## src/rtl/rowpi_pkg.sv

```systemverilog
package rowpi_pkg;
  // Defaults shared by the servo and its bench
  localparam int ROWS_DEF     = 8;
  localparam int ADC_W_DEF    = 14;
  localparam int DAC_W_DEF    = 14;
  localparam int ERR_W_DEF    = 16;
  localparam int GAIN_W_DEF   = 8;
  localparam int GSH_DEF      = 4;
  localparam int INT_W_DEF    = 20;
  localparam int MAX_SAMP_DEF = 16;
endpackage

```

## src/rtl/rowpi_coef_bank.sv

```systemverilog
module rowpi_coef_bank #(
  parameter int ROWS   = 8,
  parameter int RW     = 3,
  parameter int ADC_W  = 14,
  parameter int DAC_W  = 14,
  parameter int GAIN_W = 8
) (
  input  logic                     clk,
  input  logic                     rst_n,
  input  logic                     wr_en,
  input  logic [RW-1:0]            wr_row,
  input  logic signed [ADC_W-1:0]  wr_lock,
  input  logic [DAC_W-1:0]         wr_off,
  input  logic [GAIN_W-1:0]        wr_kp,
  input  logic [GAIN_W-1:0]        wr_ki,
  input  logic [RW-1:0]            rd_row,
  output logic signed [ADC_W-1:0]  rd_lock,
  output logic [DAC_W-1:0]         rd_off,
  output logic [GAIN_W-1:0]        rd_kp,
  output logic [GAIN_W-1:0]        rd_ki
);
  logic signed [ADC_W-1:0] lock_q [ROWS];
  logic [DAC_W-1:0]        off_q  [ROWS];
  logic [GAIN_W-1:0]       kp_q   [ROWS];
  logic [GAIN_W-1:0]       ki_q   [ROWS];

  for (genvar g = 0; g < ROWS; g++) begin : g_row
    always_ff @(posedge clk) begin
      if (!rst_n) begin
        lock_q[g] <= '0;
        off_q[g]  <= '0;
        kp_q[g]   <= '0;
        ki_q[g]   <= '0;
      end else if (wr_en && wr_row == RW'(g)) begin
        lock_q[g] <= wr_lock;
        off_q[g]  <= wr_off;
        kp_q[g]   <= wr_kp;
        ki_q[g]   <= wr_ki;
      end
    end
  end

  assign rd_lock = lock_q[rd_row];
  assign rd_off  = off_q[rd_row];
  assign rd_kp   = kp_q[rd_row];
  assign rd_ki   = ki_q[rd_row];
endmodule

```

## src/rtl/rowpi_err_acc.sv

```systemverilog
module rowpi_err_acc #(
  parameter int RW    = 3,
  parameter int ADC_W = 14,
  parameter int ACC_W = 22
) (
  input  logic                     clk,
  input  logic                     rst_n,
  input  logic                     beat,
  input  logic                     last,
  input  logic [RW-1:0]            smp_row,
  input  logic signed [ADC_W-1:0]  smp,
  input  logic signed [ADC_W-1:0]  lock,
  output logic [RW-1:0]            row_now,
  output logic signed [ACC_W-1:0]  acc_sum
);
  logic                     in_win;
  logic [RW-1:0]            row_q;
  logic signed [ACC_W-1:0]  acc;

  // Row is captured on the opening beat; later row fields are ignored
  assign row_now = in_win ? row_q : smp_row;
  assign acc_sum = (in_win ? acc : ACC_W'(0)) + ACC_W'(lock) - ACC_W'(smp);

  always_ff @(posedge clk) begin
    if (!rst_n) begin
      in_win <= 1'b0;
      row_q  <= '0;
      acc    <= '0;
    end else if (beat) begin
      if (last) begin
        in_win <= 1'b0;
        acc    <= '0;
      end else begin
        in_win <= 1'b1;
        row_q  <= row_now;
        acc    <= acc_sum;
      end
    end
  end


  acc_idle_chk: assert property (@(posedge clk) disable iff (!rst_n)
    !in_win |-> acc == '0);
endmodule

```

## src/rtl/rowpi_sweep.sv

```systemverilog
module rowpi_sweep #(
  parameter int ROWS  = 8,
  parameter int RW    = 3,
  parameter int DAC_W = 14,
  parameter int STEP  = 1
) (
  input  logic              clk,
  input  logic              rst_n,
  input  logic              sweep_en,
  input  logic              commit,
  input  logic [RW-1:0]     row,
  output logic [DAC_W-1:0]  ramp
);
  logic frame_end;
  assign frame_end = commit && row == RW'(ROWS - 1);

  always_ff @(posedge clk) begin
    if (!rst_n || !sweep_en) ramp <= '0;
    else if (frame_end)      ramp <= ramp + DAC_W'(STEP);
  end


  ramp_hold_chk: assert property (@(posedge clk) disable iff (!rst_n)
    sweep_en && !frame_end |=> !sweep_en || $stable(ramp));
endmodule

```

## src/rtl/rowpi_pi_core.sv

```systemverilog
module rowpi_pi_core #(
  parameter int ROWS   = 8,
  parameter int RW     = 3,
  parameter int ACC_W  = 22,
  parameter int ERR_W  = 16,
  parameter int DAC_W  = 14,
  parameter int GAIN_W = 8,
  parameter int GSH    = 4,
  parameter int INT_W  = 20
) (
  input  logic                     clk,
  input  logic                     rst_n,
  input  logic                     commit,
  input  logic [RW-1:0]            row,
  input  logic signed [ACC_W-1:0]  acc_sum,
  input  logic [DAC_W-1:0]         dac_off,
  input  logic [GAIN_W-1:0]        kp,
  input  logic [GAIN_W-1:0]        ki,
  input  logic                     sweep_en,
  input  logic [DAC_W-1:0]         ramp,
  input  logic                     res_ready,
  output logic                     res_valid,
  output logic [RW-1:0]            res_row,
  output logic signed [ERR_W-1:0]  res_err,
  output logic [DAC_W-1:0]         res_fb
);
  localparam int PW = GAIN_W + ERR_W + 1;
  localparam int SW = (PW > INT_W ? PW : INT_W) + 3;
  localparam logic signed [ACC_W-1:0] A_HI = {{(ACC_W-ERR_W+1){1'b0}}, {(ERR_W-1){1'b1}}};
  localparam logic signed [ACC_W-1:0] A_LO = {{(ACC_W-ERR_W+1){1'b1}}, {(ERR_W-1){1'b0}}};
  localparam logic signed [SW-1:0]    I_HI = {{(SW-INT_W+1){1'b0}}, {(INT_W-1){1'b1}}};
  localparam logic signed [SW-1:0]    I_LO = {{(SW-INT_W+1){1'b1}}, {(INT_W-1){1'b0}}};
  localparam logic signed [SW-1:0]    F_HI = {{(SW-DAC_W){1'b0}}, {DAC_W{1'b1}}};

  logic signed [INT_W-1:0] integ [ROWS];
  logic signed [ERR_W-1:0] err;
  logic signed [PW-1:0]    pterm, iterm;
  logic signed [SW-1:0]    isum, fsum;
  logic signed [INT_W-1:0] i_new;
  logic [DAC_W-1:0]        fb;

  always_comb begin
    if (acc_sum > A_HI)      err = A_HI[ERR_W-1:0];
    else if (acc_sum < A_LO) err = A_LO[ERR_W-1:0];
    else                     err = acc_sum[ERR_W-1:0];
    pterm = ($signed({1'b0, kp}) * err) >>> GSH;
    iterm = ($signed({1'b0, ki}) * err) >>> GSH;
    isum  = integ[row] + iterm;
    if (sweep_en)         i_new = integ[row];
    else if (isum > I_HI) i_new = I_HI[INT_W-1:0];
    else if (isum < I_LO) i_new = I_LO[INT_W-1:0];
    else                  i_new = isum[INT_W-1:0];
    fsum = $signed({1'b0, dac_off}) + i_new + pterm;
    if (sweep_en)            fb = ramp;
    else if (fsum < 0)       fb = '0;
    else if (fsum > F_HI)    fb = F_HI[DAC_W-1:0];
    else                     fb = fsum[DAC_W-1:0];
  end

  for (genvar g = 0; g < ROWS; g++) begin : g_int
    always_ff @(posedge clk) begin
      if (!rst_n)                          integ[g] <= '0;
      else if (commit && row == RW'(g))    integ[g] <= i_new;
    end
  end

  always_ff @(posedge clk) begin
    if (!rst_n) begin
      res_valid <= 1'b0;
      res_row   <= '0;
      res_err   <= '0;
      res_fb    <= '0;
    end else if (commit) begin
      res_valid <= 1'b1;
      res_row   <= row;
      res_err   <= err;
      res_fb    <= fb;
    end else if (res_ready) begin
      res_valid <= 1'b0;
    end
  end


  res_hold_chk: assert property (@(posedge clk) disable iff (!rst_n)
    res_valid && !res_ready |=> res_valid && $stable(res_fb) && $stable(res_err) && $stable(res_row));
endmodule

```

## src/rtl/rowpi_servo.sv

```systemverilog
module rowpi_servo
  import rowpi_pkg::*;
#(
  parameter int ROWS       = ROWS_DEF,
  parameter int ADC_W      = ADC_W_DEF,
  parameter int DAC_W      = DAC_W_DEF,
  parameter int ERR_W      = ERR_W_DEF,
  parameter int GAIN_W     = GAIN_W_DEF,
  parameter int GSH        = GSH_DEF,
  parameter int INT_W      = INT_W_DEF,
  parameter int MAX_SAMP   = MAX_SAMP_DEF,
  parameter int SWEEP_STEP = 1,
  localparam int RW        = $clog2(ROWS),
  localparam int ACC_W     = ADC_W + 2 + $clog2(MAX_SAMP)
) (
  input  logic                     clk,
  input  logic                     rst_n,
  input  logic                     cfg_we,
  input  logic [RW-1:0]            cfg_row,
  input  logic signed [ADC_W-1:0]  cfg_lock,
  input  logic [DAC_W-1:0]         cfg_dac_off,
  input  logic [GAIN_W-1:0]        cfg_kp,
  input  logic [GAIN_W-1:0]        cfg_ki,
  input  logic                     sweep_en,
  input  logic                     smp_valid,
  output logic                     smp_ready,
  input  logic signed [ADC_W-1:0]  smp_data,
  input  logic [RW-1:0]            smp_row,
  input  logic                     smp_last,
  output logic                     res_valid,
  input  logic                     res_ready,
  output logic [RW-1:0]            res_row,
  output logic signed [ERR_W-1:0]  res_err,
  output logic [DAC_W-1:0]         res_fb
);
  logic                     beat, commit;
  logic [RW-1:0]            row_now;
  logic signed [ADC_W-1:0]  lock;
  logic [DAC_W-1:0]         dac_off, ramp;
  logic [GAIN_W-1:0]        kp, ki;
  logic signed [ACC_W-1:0]  acc_sum;

  // One-entry result slot: stall input while a result waits
  assign smp_ready = !res_valid || res_ready;
  assign beat      = smp_valid && smp_ready;
  assign commit    = beat && smp_last;

  rowpi_coef_bank #(.ROWS(ROWS), .RW(RW), .ADC_W(ADC_W), .DAC_W(DAC_W), .GAIN_W(GAIN_W)) u_bank (
    .clk(clk), .rst_n(rst_n), .wr_en(cfg_we), .wr_row(cfg_row), .wr_lock(cfg_lock),
    .wr_off(cfg_dac_off), .wr_kp(cfg_kp), .wr_ki(cfg_ki), .rd_row(row_now),
    .rd_lock(lock), .rd_off(dac_off), .rd_kp(kp), .rd_ki(ki));

  rowpi_err_acc #(.RW(RW), .ADC_W(ADC_W), .ACC_W(ACC_W)) u_acc (
    .clk(clk), .rst_n(rst_n), .beat(beat), .last(smp_last), .smp_row(smp_row),
    .smp(smp_data), .lock(lock), .row_now(row_now), .acc_sum(acc_sum));

  rowpi_sweep #(.ROWS(ROWS), .RW(RW), .DAC_W(DAC_W), .STEP(SWEEP_STEP)) u_sweep (
    .clk(clk), .rst_n(rst_n), .sweep_en(sweep_en), .commit(commit), .row(row_now), .ramp(ramp));

  rowpi_pi_core #(.ROWS(ROWS), .RW(RW), .ACC_W(ACC_W), .ERR_W(ERR_W), .DAC_W(DAC_W),
                  .GAIN_W(GAIN_W), .GSH(GSH), .INT_W(INT_W)) u_core (
    .clk(clk), .rst_n(rst_n), .commit(commit), .row(row_now), .acc_sum(acc_sum),
    .dac_off(dac_off), .kp(kp), .ki(ki), .sweep_en(sweep_en), .ramp(ramp),
    .res_ready(res_ready), .res_valid(res_valid), .res_row(res_row),
    .res_err(res_err), .res_fb(res_fb));


  sweep_fb_chk: assert property (@(posedge clk) disable iff (!rst_n)
    commit && sweep_en |=> res_fb == $past(ramp));


  no_overwrite_chk: assert property (@(posedge clk) disable iff (!rst_n)
    commit |-> !res_valid || res_ready);


  res_rise_chk: assert property (@(posedge clk) disable iff (!rst_n)
    commit |=> res_valid);
endmodule

```

## config.mk

```make
export PLATFORM = sky130hd
export DESIGN_NAME = rowpi_servo
export DESIGN_NICKNAME = d
export VERILOG_FILES = /design/src/rtl/rowpi_pkg.sv /design/src/rtl/rowpi_coef_bank.sv /design/src/rtl/rowpi_err_acc.sv /design/src/rtl/rowpi_sweep.sv /design/src/rtl/rowpi_pi_core.sv /design/src/rtl/rowpi_servo.sv
export SDC_FILE = /design/constraint.sdc
export NUM_CORES = 2
export LEC_CHECK = 0
export ABC_AREA = 0
export CAP_MARGIN = 5
export CORE_ASPECT_RATIO = 0.6
export CORE_MARGIN = 2
export CORE_UTILIZATION = 50
export DETAILED_ROUTE_END_ITERATION = 7
export HOLD_SLACK_MARGIN = 0.08
export PLACE_DENSITY_LB_ADDON = 0.2
export SYNTH_ARGS = -nofsm -noshare
export SYNTH_HDL_FRONTEND = slang
export SYNTH_SLANG_ARGS = --single-unit
```

## constraint.sdc

```tcl
create_clock -name clk -period 19.4 [get_ports clk]
set_input_delay 2.91 -clock clk [delete_from_list [all_inputs] [get_ports clk]]
set_output_delay 2.91 -clock clk [all_outputs]
set_load 0.005 [all_outputs]
```

Yosys cells after proc, flatten, opt, wreduce, memory -nomap -nowiden:

Memory sizes are Yosys's and may differ from the RTL's.
Index checks and enable logic that the tools add are counted.

* multipliers: 2
* equality and inequality tests: 14
* reduce and logical (&&, ||, !) cells: 27
* order comparisons: 6
* multiplexer cells: 103
* bitwise operators: 41
* add/subtract/negate cells: 6

Operators with widths (number)
* 14-bit 2-to-1 mux: 19
* 20-bit 2-to-1 mux: 13
* 8-bit 2-to-1 mux: 16
* 1-bit 2-to-1 mux: 52
* 9-bit by 16-bit multiplier with 25-bit output: 2
* 1-bit OR: 40
* 16-bit 2-to-1 mux: 2
* 28-bit by 15-bit greater-than comparator with 1-bit output (second input constant): 1
* 28-bit by 20-bit greater-than comparator with 1-bit output (second input constant): 1
* 28-bit by 1-bit less-than comparator with 1-bit output (second input constant): 1
* 28-bit by 20-bit less-than comparator with 1-bit output (second input constant): 1
* 3-bit == test (second input constant): 8
* 20-bit by 21-bit adder with 22-bit output: 1
* 21-bit by 21-bit adder with 22-bit output: 1
* 15-bit by 20-bit adder with 21-bit output: 1
* 20-bit by 14-bit adder with 20-bit output: 1
* 20-bit by 16-bit greater-than comparator with 1-bit output (second input constant): 1
* 20-bit by 16-bit less-than comparator with 1-bit output (second input constant): 1
* 20-bit by 14-bit subtractor with 20-bit output: 1
* 1-bit logical AND: 18
* 14-bit by 1-bit adder with 14-bit output (second input constant): 1
* 3-bit by 2-bit == test with 1-bit output (second input constant): 4
* 3-bit by 1-bit == test with 1-bit output (second input constant): 2
* 3-bit logical NOT: 2
* other kinds (6): 9

* memories kept: 5
* bits of input ports: 71
* output and inout port bits: 35
* bits in registers: 72
* RAM bits: 512

Memory list
* u_core.integ: words 8, width 20, read ports 1, clocked after memory_dff 0, write ports 8, line rowpi_pi_core.sv:35 `logic signed [INT_W-1:0] integ [ROWS];`
* u_bank.lock_q: words 8, width 14, read ports 1, clocked after memory_dff 0, write ports 8, line rowpi_coef_bank.sv:22 `logic signed [ADC_W-1:0] lock_q [ROWS];`
* u_bank.off_q: words 8, width 14, read ports 1, clocked after memory_dff 0, write ports 8, line rowpi_coef_bank.sv:23 `logic [DAC_W-1:0] off_q [ROWS];`
* u_bank.ki_q: words 8, width 8, read ports 1, clocked after memory_dff 0, write ports 8, line rowpi_coef_bank.sv:25 `logic [GAIN_W-1:0] ki_q [ROWS];`
* u_bank.kp_q: words 8, width 8, read ports 1, clocked after memory_dff 0, write ports 8, line rowpi_coef_bank.sv:24 `logic [GAIN_W-1:0] kp_q [ROWS];`

Depth between registers and ports, before layout:

An unclocked memory read counts as a cell.

* word-level depth: 19
* depth in mapped cells: 65
* depth with buffers taken out: 55

Hierarchy:

From an unflattened synthesis, not the netlist that was laid out.

* cell total of the unflattened synthesis: 3554
* area total of the unflattened synthesis: 39726.9 sq um

Modules (own cells, without submodules)
* rowpi_pi_core: area each 20731.1 sq um, cells each 2122, times used 1
* rowpi_coef_bank: area each 15558.7 sq um, cells each 999, times used 1
* rowpi_err_acc: area each 2743.9 sq um, cells each 352, times used 1
* rowpi_sweep: area each 666.9 sq um, cells each 78, times used 1
* rowpi_servo: area each 26.3 sq um, cells each 3, times used 1

Worst setup path after synthesis:

Ideal clock, no wire load.

* path kind: input to register
* start: input port smp_row[0]
* end: register u_core.res_fb[9]
* data arrival time: 17.089 ns
* cell stages on the path: 59
* data required time: 19.280 ns
* setup slack: 2.191 ns
* cell sequence: mux2i_1 -> clkbuf_1 -> mux4_2 -> nand2_1 -> nand2_1 -> fa_1 -> ha_1 -> buf_2 -> and3_1 -> and2_1 -> nor2b_1 -> o21a_1 -> and4bb_2 -> or3_1 -> a2bb2oi_4 -> buf_2 -> a21o_1 -> nand2_1 -> [23 not listed] -> buf_2 -> buf_1 -> o21ai_2 -> and2_1 -> fa_1 -> inv_1 -> ha_1 -> inv_1 -> fa_1 -> nand2b_1 -> a211oi_1 -> o21ai_0 -> o21ai_1 -> mux2i_1 -> nor4_1 -> nand4b_1 -> o311a_1 -> o31a_1

* word-level cells in the longest chain between the ends: 19
* elaborated cells between the ends (all ways): 27
* those cells by class: add/sub: 5; mul: 2; order compare: 6; mux: 9; memory: 5

Ends and longest elaborated chain
* start: declaration: line rowpi_servo.sv:28 `input logic [RW-1:0] smp_row,`
* 3-bit 2-to-1 mux (*): line rowpi_err_acc.sv:21 `assign row_now = in_win ? row_q : smp_row;`
* memory read 8 x 14 bit
* 20-bit by 14-bit adder with 20-bit output: line rowpi_err_acc.sv:22 `assign acc_sum = (in_win ? acc : ACC_W'(0)) + ACC_W'(lock) - ACC_W'(smp);`
* 20-bit by 14-bit subtractor with 20-bit output: line rowpi_err_acc.sv:22
* 20-bit by 16-bit less-than comparator with 1-bit output: line rowpi_pi_core.sv:44 `else if (acc_sum < A_LO) err = A_LO[ERR_W-1:0];`
* 16-bit 2-to-1 mux: line rowpi_pi_core.sv:44
* 16-bit 2-to-1 mux: line rowpi_pi_core.sv:43 `if (acc_sum > A_HI) err = A_HI[ERR_W-1:0];`
* 9-bit by 16-bit multiplier with 25-bit output: line rowpi_pi_core.sv:47 `iterm = ($signed({1'b0, ki}) * err) >>> GSH;`
* [3 not listed]
* 20-bit 2-to-1 mux: line rowpi_pi_core.sv:50 `else if (isum > I_HI) i_new = I_HI[INT_W-1:0];`
* 20-bit 2-to-1 mux: line rowpi_pi_core.sv:49 `if (sweep_en) i_new = integ[row];`
* 15-bit by 20-bit adder with 21-bit output: line rowpi_pi_core.sv:53 `fsum = $signed({1'b0, dac_off}) + i_new + pterm;`
* 21-bit by 21-bit adder with 22-bit output (*): line rowpi_pi_core.sv:53
* 28-bit by 15-bit greater-than comparator with 1-bit output: line rowpi_pi_core.sv:56 `else if (fsum > F_HI) fb = F_HI[DAC_W-1:0];`
* 14-bit 2-to-1 mux: line rowpi_pi_core.sv:56
* 14-bit 2-to-1 mux (*): line rowpi_pi_core.sv:55 `else if (fsum < 0) fb = '0;`
* 14-bit 2-to-1 mux (*): line rowpi_pi_core.sv:54 `if (sweep_en) fb = ramp;`
* end signal: assignment: line rowpi_pi_core.sv:72 `res_fb <= '0;`
* end signal: assignment: line rowpi_pi_core.sv:77 `res_fb <= fb;`
* end: declaration: line rowpi_pi_core.sv:25 `output logic [DAC_W-1:0] res_fb`

Mark *: on every way between the ends. The rest lies on a longest branch, timed or not.
A chain may end at the register's enable or synchronous reset.

Worst setup path in the final report:

Same ends and word-level chain as after synthesis.

==> impl_metrics.toml <==
[die]
ios = 106
core-area_mm2 = 0.0778
dieArea_mm2 = 0.0812
rows = 79
die_y_um = 221
start_util_pct = 50.7
die_w_um = 366

[timing]
timing.fmax_mhz = 54.9
finClkSkew_ns = 0.0485
max_slew.worst_pin.slew_ns = 1.17
setup_viol = 0
slew_viol_final = 0
hold_viol = 0
rsz0062_at_grt = "false"
period_share_pct = 93.9
period_minus_slack_ns = 18.23
relSlewSlack_pct = 21.7

[worst_setup_path]
cp_slowest_cell = "fa_1"
worst_path_largest_cell_delay_ns = 0.57
worstPathArrival_ns = 18.77
crit_path_start_kind = "input port"
path_common_cell = "fa_1"
required_ns = 19.94
end_kind = "flip-flop"
crit_type = "in -> reg"
crit_fanout = 15

[logic_synthesis]
ys_top_cells_by_area = "edfxtp_1 39%, fa_1 12%, mux4_2 7.3%"
yosysUniqueCellTypes = 83
synth_edf_count = 512
synth_top_area_share_pct = 39.0
syn-num-nets = 3979
yosysWarningCount = 0
syn_area_mm2 = 0.0394
async_flop_share_pct = 0
synth_area_leader_cell = "edfxtp_1"
synth.avg_cell_area_um2 = 11.2
synth_seq_cells = 584
ys_seq_area_share_pct = 42.7
synthFlopType = "edfxtp_1"
netlist_instances = 3504

[place]
port_buffers = 105
hpwlAfterDp_mm = 81.3
gp_congestion = 0.963

[final_layout]
fin_nets = 4091
area_delta_synth_final_pct = 12.1
layout_commonest_cell = "edfxtp_1"
finish.utilization_pct = 56.8
layout_common_cells = "512 x edfxtp_1, 388 x and2_1, 366 x inv_1, 290 x nor2_1, 265 x nand2_1"
drive_above_1_share_pct = 11.8
n_fill_cell = 6580

[route]
drt_iter0_markers = 3495
drt-pass1-iter-count = 5
ant_nets = 0
wl_met1_mm = 54.7
num_vias = 27700
top_layer = "met5"
vias_per_cell = 5.87
wl_met3_mm = 15.1
drc = 0
met2_length_mm = 44.7
drt_wl_total_mm = 116
wl_per_cell_um = 24.6

[grt]
grt_usage_pct = 29.0
grt_pass1_vias = 27500
antenna_found_initial = 6
grt_pass1_wl_mm = 177
grt.overflow.total = 0
grt_start_max_net_pins = 61

[run]
cap_violations = 0

[run_status]
outcome = "completed"

[clock_network]
cts_buffers = 55
cts_tree = "done"
clkLatencyLatePin_ns = 0.66
cts_max_level = 2
clk_pin_slew_ns = 0.07
max-clock-path-buffers = 3
cts-root-buf = "clkbuf_16"
clkSinkCount = 584

[hold_path]
hp-class = "reg -> reg"
==> routing by layer <==
metal	GRT usage, %	vias to the layer above
met2	37.7	1359
met4	4.19	4
met5	0	-
li1	-	12400
met3	9.45	108
met1	47.0	13800
==> critical path: cells and delay by family <==
family / cells / cell delay, ns
AO/OA/AOI/OAI: 17 / 4.82
adder cells (fa/ha/maj): 11 / 4.60
AND/OR/NAND/NOR: 17 / 3.92
buffers and inverters: 9 / 1.48
multiplexers: 3 / 0.83
XOR/XNOR: 1 / 0.16
==> synthesized netlist by cell type (all sizes together) (3+ instances only) <==
master,n
nand2b,27
a221oi,5
o21a,17
nand3,40
a211oi,62
nor2b,6
o21ai,89
and4,3
a2111oi,5
o31a,4
or4,3
mux2i,37
buf,45
ha,165
nand4b,3
o31ai,5
dfxtp,72
clkbuf,126
a21o,45
nor3b,3
nand4,6
xor2,35
mux2,6
a21oi,188
a31oi,14
fa,239
nor3,49
a211o,5
and3,21
nor4,22
mux4,128
nand2,265
a311oi,3
xnor2,58
inv,367
a22oi,30
nor2,296
edfxtp,512
and2,389
o41ai,6
o211ai,24
or3,29
o21bai,9
or2,11
==> state kept, by name, summed over array words and instances, names as in the netlist <==
signal            count
u_acc.acc            20
u_acc.in_win          1
u_acc.row_q           3
u_bank.ki_q          64
u_bank.kp_q          64
u_bank.lock_q       112
u_bank.off_q        112
u_core.integ        160
u_core.res_err       16
u_core.res_fb        14
u_core.res_row        3
u_core.res_valid      1
u_sweep.ramp         14
==> per-stage QoR <==
stage          setup TNS [ns]  hold WS (ns)  cells  setup slack, ns  area, um^2
2_1_floorplan               0         0.446   3504             2.19       39400
3_3_place_gp                0         0.447   4599            0.290       42200
3_5_place_dp           -0.540         0.462   4599          -0.0943       42200
4_1_cts                     0         0.472   4703            0.563       44000
5_1_grt                     0         0.497   4717           0.0818       44200
6_report                    0         0.467   4719             1.17       44200
==> path summary, 6_finish.rpt <==
kind	from	depth (start not counted)	end	slack, ns
max	smp_row[0]	58	u_core.res_fb[9]	1.17
min	u_core.res_err[15]	2	u_core.res_err[15]	0.47
max reg2reg	u_acc.in_win	58	u_core.res_fb[9]	3.19
min reg2reg	u_core.res_err[15]	2	u_core.res_err[15]	0.47
==> final cells by class <==
| cell class | instances | area (um^2) | share of cell area (%) |
|---|---|---|---|
| multi-input combinational | 2381 | 20800 | 47.1 |
| sequential | 584 | 16800 | 38.1 |
| timing repair buffer | 226 | 1990 | 4.50 |
| clock buffer | 68 | 1490 | 3.36 |
| inverter | 368 | 1380 | 3.13 |
| tap | 1053 | 1320 | 2.98 |
| clock inverter | 36 | 390 | 0.884 |
| antenna | 3 | 7.51 | 0.0170 |
==> what timing repair did <==
action / in CTS / in global routing
buffers inserted: 0 / 13
endpoints found under the hold margin: 0 / 0
endpoints found under the setup margin: 0 / 14
hold buffers: 0 / 0
gates resized for setup: 0 / 4
==> cells by family after synthesis <==
kind of cell / Yosys count / share of synthesized area (%)
and+or+nand+nor: 1177 / 15.0
xor gates and xnor gates: 93 / 2.07
buffers and inverters: 539 / 5.35
adders and majority gates: 404 / 17.4
muxes: 171 / 8.43
DFF: 584 / 42.7
AOI/OAI and AO/OA: 536 / 9.12
Power is left out: the tool's default activity adds up to more than one toggle a clock period on the data nets, which glitch-free logic cannot reach.
